--- src/rtl/pflag_pkg.sv ---
package pflag_pkg;

    // packet threshold values above this act as this value
    localparam int unsigned PKT_THR_CAP = 4;

    typedef enum logic {
        CMP_AT_OR_BELOW = 1'b0,
        CMP_AT_OR_ABOVE = 1'b1
    } cmp_dir_e;

endpackage

--- src/rtl/pflag_counters.sv ---
module pflag_counters #(
    parameter int BYTE_W = 13,
    parameter int PKT_W  = 4
) (
    input  logic              clk,
    input  logic              rst_n,
    input  logic              wr_stb,
    input  logic              rd_stb,
    input  logic              commit_stb,
    input  logic              rel_stb,
    output logic [BYTE_W-1:0] total_o,
    output logic [PKT_W-1:0]  pkts_o,
    output logic [BYTE_W-1:0] cur_o
);

    localparam logic [BYTE_W-1:0] BYTE_MAX = {BYTE_W{1'b1}};
    localparam logic [PKT_W-1:0]  PKT_MAX  = {PKT_W{1'b1}};

    typedef struct packed {
        logic [BYTE_W-1:0] total;
        logic [PKT_W-1:0]  pkts;
        logic [BYTE_W-1:0] cur;
    } cnt_t;

    cnt_t cnt_d, cnt_q;
    logic wr_acc;

    always_comb begin
        cnt_d  = cnt_q;
        wr_acc = wr_stb && (rd_stb || (cnt_q.total != BYTE_MAX));

        // total byte count
        if (wr_stb && !rd_stb) begin
            if (cnt_q.total != BYTE_MAX) cnt_d.total = cnt_q.total + 1'b1;
        end else if (rd_stb && !wr_stb) begin
            if (cnt_q.total != '0) cnt_d.total = cnt_q.total - 1'b1;
        end

        // open packet byte count
        if (commit_stb) begin
            cnt_d.cur = {{(BYTE_W-1){1'b0}}, wr_acc};
        end else if (wr_acc && (cnt_q.cur != BYTE_MAX)) begin
            cnt_d.cur = cnt_q.cur + 1'b1;
        end

        // committed packet count
        if (commit_stb && !rel_stb) begin
            if (cnt_q.pkts != PKT_MAX) cnt_d.pkts = cnt_q.pkts + 1'b1;
        end else if (rel_stb && !commit_stb) begin
            if (cnt_q.pkts != '0) cnt_d.pkts = cnt_q.pkts - 1'b1;
        end
    end

    always_ff @(posedge clk) begin
        if (!rst_n) cnt_q <= '0;
        else        cnt_q <= cnt_d;
    end

    assign total_o = cnt_q.total;
    assign pkts_o  = cnt_q.pkts;
    assign cur_o   = cnt_q.cur;


    rd_at_empty_chk: assert property (@(posedge clk) disable iff (!rst_n)
        (rd_stb && !wr_stb && total_o == '0) |=> (total_o == '0));


    wr_rd_pair_chk: assert property (@(posedge clk) disable iff (!rst_n)
        (wr_stb && rd_stb) |=> $stable(total_o));


    commit_clears_chk: assert property (@(posedge clk) disable iff (!rst_n)
        commit_stb |=> (cur_o <= BYTE_W'(1)));


    rel_at_zero_chk: assert property (@(posedge clk) disable iff (!rst_n)
        (rel_stb && !commit_stb && pkts_o == '0) |=> (pkts_o == '0));

endmodule

--- src/rtl/pflag_compare.sv ---
module pflag_compare
    import pflag_pkg::*;
#(
    parameter int BYTE_W  = 13,
    parameter int PKT_W   = 4,
    parameter int LO_W    = 10,
    parameter int HI_W    = 3,
    parameter int HI_USED = 3
) (
    input  logic              is_in,
    input  cmp_dir_e          dir,
    input  logic              pkt_only,
    input  logic [HI_W-1:0]   thr_hi,
    input  logic [LO_W-1:0]   thr_lo,
    input  logic [BYTE_W-1:0] total,
    input  logic [PKT_W-1:0]  pkts,
    input  logic [BYTE_W-1:0] cur,
    output logic              hit
);

    localparam int PW = (PKT_W > HI_W) ? PKT_W : HI_W;

    logic [BYTE_W-1:0] out_thr;
    logic [BYTE_W-1:0] lo_ext;
    logic [HI_W-1:0]   pkt_thr;
    logic [PW-1:0]     pkts_ext, pkt_thr_ext;

    // OUT threshold: low field alone or joined with HI_USED upper bits
    generate
        if (HI_USED == 0) begin : g_out_lo_only
            assign out_thr = BYTE_W'(thr_lo);
        end else begin : g_out_joined
            assign out_thr = BYTE_W'({thr_hi[HI_USED-1:0], thr_lo});
        end
    endgenerate

    assign lo_ext      = BYTE_W'(thr_lo);
    assign pkt_thr     = (thr_hi > HI_W'(PKT_THR_CAP)) ? HI_W'(PKT_THR_CAP) : thr_hi;
    assign pkts_ext    = PW'(pkts);
    assign pkt_thr_ext = PW'(pkt_thr);

    logic above, equal;

    always_comb begin
        if (!is_in) begin
            above = total > out_thr;
            equal = total == out_thr;
        end else if (pkt_only) begin
            above = cur > lo_ext;
            equal = cur == lo_ext;
        end else begin
            above = (pkts_ext > pkt_thr_ext) ||
                    ((pkts_ext == pkt_thr_ext) && (cur > lo_ext));
            equal = (pkts_ext == pkt_thr_ext) && (cur == lo_ext);
        end
        hit = (dir == CMP_AT_OR_ABOVE) ? (above || equal) : !above;
    end

endmodule

--- src/rtl/pkt_level_flag.sv ---
module pkt_level_flag
    import pflag_pkg::*;
#(
    parameter int BYTE_W  = 13,
    parameter int PKT_W   = 4,
    parameter int LO_W    = 10,
    parameter int HI_W    = 3,
    parameter int HI_USED = 3
) (
    input  logic            clk,
    input  logic            rst_n,
    input  logic            wr_stb,
    input  logic            rd_stb,
    input  logic            commit_stb,
    input  logic            rel_stb,
    input  logic            is_in,
    input  logic            dir_ge,
    input  logic            pkt_only,
    input  logic [HI_W-1:0] thr_hi,
    input  logic [LO_W-1:0] thr_lo,
    output logic            flag
);

    logic [BYTE_W-1:0] total, cur;
    logic [PKT_W-1:0]  pkts;
    logic              hit;
    cmp_dir_e          dir;

    assign dir = dir_ge ? CMP_AT_OR_ABOVE : CMP_AT_OR_BELOW;

    pflag_counters #(
        .BYTE_W (BYTE_W),
        .PKT_W  (PKT_W)
    ) u_counters (
        .clk        (clk),
        .rst_n      (rst_n),
        .wr_stb     (wr_stb),
        .rd_stb     (rd_stb),
        .commit_stb (commit_stb),
        .rel_stb    (rel_stb),
        .total_o    (total),
        .pkts_o     (pkts),
        .cur_o      (cur)
    );

    pflag_compare #(
        .BYTE_W  (BYTE_W),
        .PKT_W   (PKT_W),
        .LO_W    (LO_W),
        .HI_W    (HI_W),
        .HI_USED (HI_USED)
    ) u_compare (
        .is_in    (is_in),
        .dir      (dir),
        .pkt_only (pkt_only),
        .thr_hi   (thr_hi),
        .thr_lo   (thr_lo),
        .total    (total),
        .pkts     (pkts),
        .cur      (cur),
        .hit      (hit)
    );

    typedef struct packed {
        logic flag;
    } flag_st_t;

    flag_st_t st_d, st_q;

    always_comb begin
        st_d      = st_q;
        st_d.flag = hit;
    end

    // reset value matches the reset configuration: at-or-above a zero threshold
    always_ff @(posedge clk) begin
        if (!rst_n) st_q <= '{flag: 1'b1};
        else        st_q <= st_d;
    end

    assign flag = st_q.flag;


    cur_only_reach_chk: assert property (@(posedge clk) disable iff (!rst_n)
        (is_in && pkt_only && dir_ge && (cur >= BYTE_W'(thr_lo))) |=> flag);


    out_empty_below_chk: assert property (@(posedge clk) disable iff (!rst_n)
        (!is_in && !dir_ge && (total == '0)) |=> flag);


    in_pkts_over_chk: assert property (@(posedge clk) disable iff (!rst_n)
        (is_in && !pkt_only && dir_ge && (pkts > PKT_W'(PKT_THR_CAP))) |=> flag);

endmodule

--- config.mk ---
export PLATFORM = sky130hd
export DESIGN_NAME = pkt_level_flag
export DESIGN_NICKNAME = d
export VERILOG_FILES = /design/src/rtl/pflag_pkg.sv /design/src/rtl/pflag_counters.sv /design/src/rtl/pflag_compare.sv /design/src/rtl/pkt_level_flag.sv
export SDC_FILE = /design/constraint.sdc
export NUM_CORES = 1
export LEC_CHECK = 0
export ABC_AREA = 1
export BUFFER_PORTS_ARGS = -buffer_cell sky130_fd_sc_hd__buf_2
export CORE_ASPECT_RATIO = 0.7
export CORE_MARGIN = 2
export CORE_UTILIZATION = 55
export DETAILED_ROUTE_END_ITERATION = 12
export MAX_ROUTING_LAYER = met4
export PLACE_DENSITY = 0.79
export REMOVE_ABC_BUFFERS = 1
export SYNTH_ARGS = -nofsm -noshare
export SYNTH_HDL_FRONTEND = slang
export SYNTH_SLANG_ARGS = --single-unit
--- constraint.sdc ---
create_clock -name clk -period 1.6 [get_ports clk]
set_input_delay 0.16 -clock clk [delete_from_list [all_inputs] [get_ports clk]]
set_output_delay 0.16 -clock clk [all_outputs]
set_load 0.02 [all_outputs]
==> run_results.csv <==
group,metric,value,unit
synth,syn_inst,470,
routing,wl,8978,um
sta,tightest_slew,0.5200,ns
finish,instances_no_fill,608,
clock_network,cts_htree_levels,2,
synth,ys_ff_latch,31,
sta,fin_crit,1.606,ns
synth,syn_avg_cell_area,6.397,um^2
worst_setup_path,crit_fanout,12,
outcome,outcome,"finished with violations",
global_route,antenna_found_initial,0,
clock_network,cts.sinks,31,
finish,postLayoutCellArea,4061,um^2
placed_design,portBuffers,22,
clock_network,insertion_delay,0.31,ns
run,max_cap_violations,0,
finish,drive_gt1_frac,0.3190,
clock_network,cts_tree,"built",
sta,drv_slew,0,
die,rows,22,
pwr,switching_share,0.4045,
clock_network,hold_buffers,0,
placed_design,gp_congestion,0.8675,
placed_design,dpl.hpwl,5945,um
worst_setup_path,criticalPathCategory,"reg -> reg",
clock_network,cts_root_buf,"clkbuf_8",
pwr,pwr-share-seq,0.298,
global_route,first_global_vias,2855,
clock_network,cts_buffers,5,
die,design.core.area,5258,um^2
finish,nets,599,
die,start_util,0.5719,
sta,finalHoldViolCount,0,
die,ios,23,
placed_design,place_area,3431,um^2
global_route,grt_usage,0.2686,
pwr,clock_power_share,0.227,
routing,avgViaCountPerCell,5.510,
finish,antenna_cells,0,
sta,skew,0.01398,ns
worst_setup_path,cp-end-kind,"flop",
pwr,internal_power,1.953,mW
sta,min_period_over_period,1.004,
synth,seq_area_frac_synth,0.2064,
die,die-area,6083,um^2
clock_network,cts_buffer_depth,2,
synth,synth_edf_count,0,
sta,clock.fmax,622.6,MHz
pwr,p_comb_frac,0.475,
sta,rsz0062_at_grt,"true",
routing,dr.pass1.iters,5,
synth,synth_warnings,0,
worst_setup_path,cp_slowest_cell,"dfxtp_2",
routing,wl_per_cell,14.77,um
finish,syn2layout_area_growth,35.08,%
routing,drc,0,
finish,fillers,358,
worst_setup_path,crit_path_frequent_cell,"nand3_1",
global_route,grt_pass1_wl,12650,um
worst_setup_path,required,1.84,ns
sta,setup_violations,2,
pwr,leakagePower,1.982,nW
pwr,switchingPower,1.326,mW
pwr,powerDensity,807.3,nW/um^2
synth,synthArstFlopShare,0,
sta,layout_setup_ws,-0.006174,ns
global_route,grt_max_degree,18,
die,die_w,92.37,um
outcome,violations,"negative setup slack",
min_path,hp-class,"in -> reg",
sta,slew_headroom,0.6530,
worst_setup_path,max_stage_delay,0.34,ns
pwr,peakVddDrop,0.0005893,V
worst_setup_path,path_cells,"ha_1 -> nand3_1 -> inv_2 -> nand3_1 -> nor3_4 -> nor2_4 -> nand2_1 -> a21oi_2",
placed_design,placed_cells,591,
global_route,overflow,0,
clock_network,clk_pin_slew_worst_paths,0.08,ns
worst_setup_path,crit_arrival,1.84,ns
die,die_h,65.86,um
routing,ant_nets,0,
synth,synth.distinct_cells,32,
routing,vias,3350,
routing,first_iter_violations,312,
synth,syn_area,3007,um^2
worst_setup_path,start_kind,"flop",
synth,synth_ff_type,"dfxtp_1",
-- cells in the mapped netlist, drive strengths merged, types with 4 or more instances --
cell / number / area share
a21oi: 32 / 0.062
buf: 4 / 0.0096
dfxtp: 31 / 0.21
ha: 40 / 0.17
inv: 73 / 0.091
nand2: 138 / 0.18
nand3: 37 / 0.063
nand4: 6 / 0.012
nor2: 47 / 0.060
nor3: 11 / 0.027
o21ai: 17 / 0.028
xnor2: 8 / 0.023
xor2: 13 / 0.038
-- routing by layer --
metal	vias to the layer above	share of wire	track usage
met2	157	0.45	0.4069
met4	0	0.018	0.08209
met1	1535	0.45	0.3651
met5	-	0	-
met3	23	0.087	0.05131
li1	1635	-	-
-- flip-flops by register name, summed over array words and instances, names as in the netlist --
register / cells
flag: 1
u_counters.cur_o: 13
u_counters.pkts_o: 4
u_counters.total_o: 13
-- worst paths after layout --
path                                           from             endpoint  slack [ns]  cells past startpoint
worst min register to register  u_counters.cur_o[8]  u_counters.cur_o[8]        0.52                      2
worst max-delay path            u_counters.cur_o[0]  u_counters.cur_o[8]      -0.006                      8
worst min-delay path                         dir_ge                 flag        0.13                      3
worst max register to register  u_counters.cur_o[0]  u_counters.cur_o[8]      -0.006                      8
-- cells by family (layout without fill, tap and decap cells) --
logic type / after synthesis / after routing / share of synthesized area
AOI/OAI and AO/OA: 55 / 55 / 0.1049
xor gates and xnor gates: 21 / 21 / 0.06117
adders and majority gates: 42 / 42 / 0.1798
buffers and inverters: 79 / 144 / 0.1032
DFF: 31 / 31 / 0.2064
and+or+nand+nor: 242 / 243 / 0.3446
-- per-stage QoR --
step / setup slack [ns] / power (mW) / hold slack [ns] / setup TNS, ns / util
6_report: -0.006174 / 3.279 / 0.1345 / -0.008541 / 0.7725
5_1_grt: -0.07802 / 3.494 / 0.1569 / -0.6874 / 0.7725
4_1_cts: -0.02426 / 2.970 / 0.1466 / -0.03959 / 0.6861
3_5_place_dp: -0.2670 / 2.183 / 0.4545 / -3.951 / 0.6525
3_3_place_gp: -0.1796 / 2.125 / 0.4620 / -2.619 / 0.6525
2_1_floorplan: -0.1511 / 1.789 / 0.2446 / -0.8566 / -
-- critical path: cells and delay by family (launching register included) --
kind / cells / cell delay, ns
flops: 1 / 0.34
compound gates: 1 / 0.15
simple gates: 5 / 0.79
buf+inv: 1 / 0.05
fa+ha+maj: 1 / 0.22
-- layout by cell type (no fill, tap or decap), types with 2 or more instances in the layout --
cell type,count
a21oi_1,20
a21oi_2,11
buf_2,22
buf_4,38
buf_6,2
clkbuf_8,7
dfxtp_1,11
dfxtp_2,11
dfxtp_4,9
ha_1,24
ha_4,16
inv_1,68
inv_2,4
nand2_1,116
nand2_2,17
nand2_4,6
nand3_1,32
nand3_2,5
nand4_1,6
nor2_1,40
nor2_2,3
nor2_4,4
nor3_1,2
nor3_2,8
o21ai_0,8
o21ai_1,9
o21bai_1,2
xnor2_1,8
xor2_1,13
-- what timing repair did --
item	in CTS	in global routing
gates cloned	0	1
resized for setup	17	87
endpoints found under the setup margin	21	26
setup buffers	0	8
pin swaps	0	24
-- power by group through the flow --
stage	registers (mW)	logic, mW	clock network [mW]
6_report	0.977	1.56	0.745
5_1_grt	0.985	1.74	0.764
4_1_cts	0.942	1.29	0.743
3_5_place_dp	0.952	1.23	0
3_3_place_gp	0.950	1.18	0
2_1_floorplan	0.937	0.852	0
-- area by class of cell --
| class | count | area, um^2 | area share |
|---|---|---|---|
| Multi-Input combinational cell | 361 | 2485 | 0.6118 |
| Sequential cell | 31 | 668.1 | 0.1645 |
| Timing Repair Buffer | 63 | 437.9 | 0.1078 |
| Inverter | 73 | 276.5 | 0.06808 |
| Clock buffer | 7 | 96.34 | 0.02372 |
| Tap cell | 72 | 90.09 | 0.02218 |
| Clock inverter | 1 | 7.507 | 0.001848 |
No activity file was read; power rests on OpenSTA's default activity.
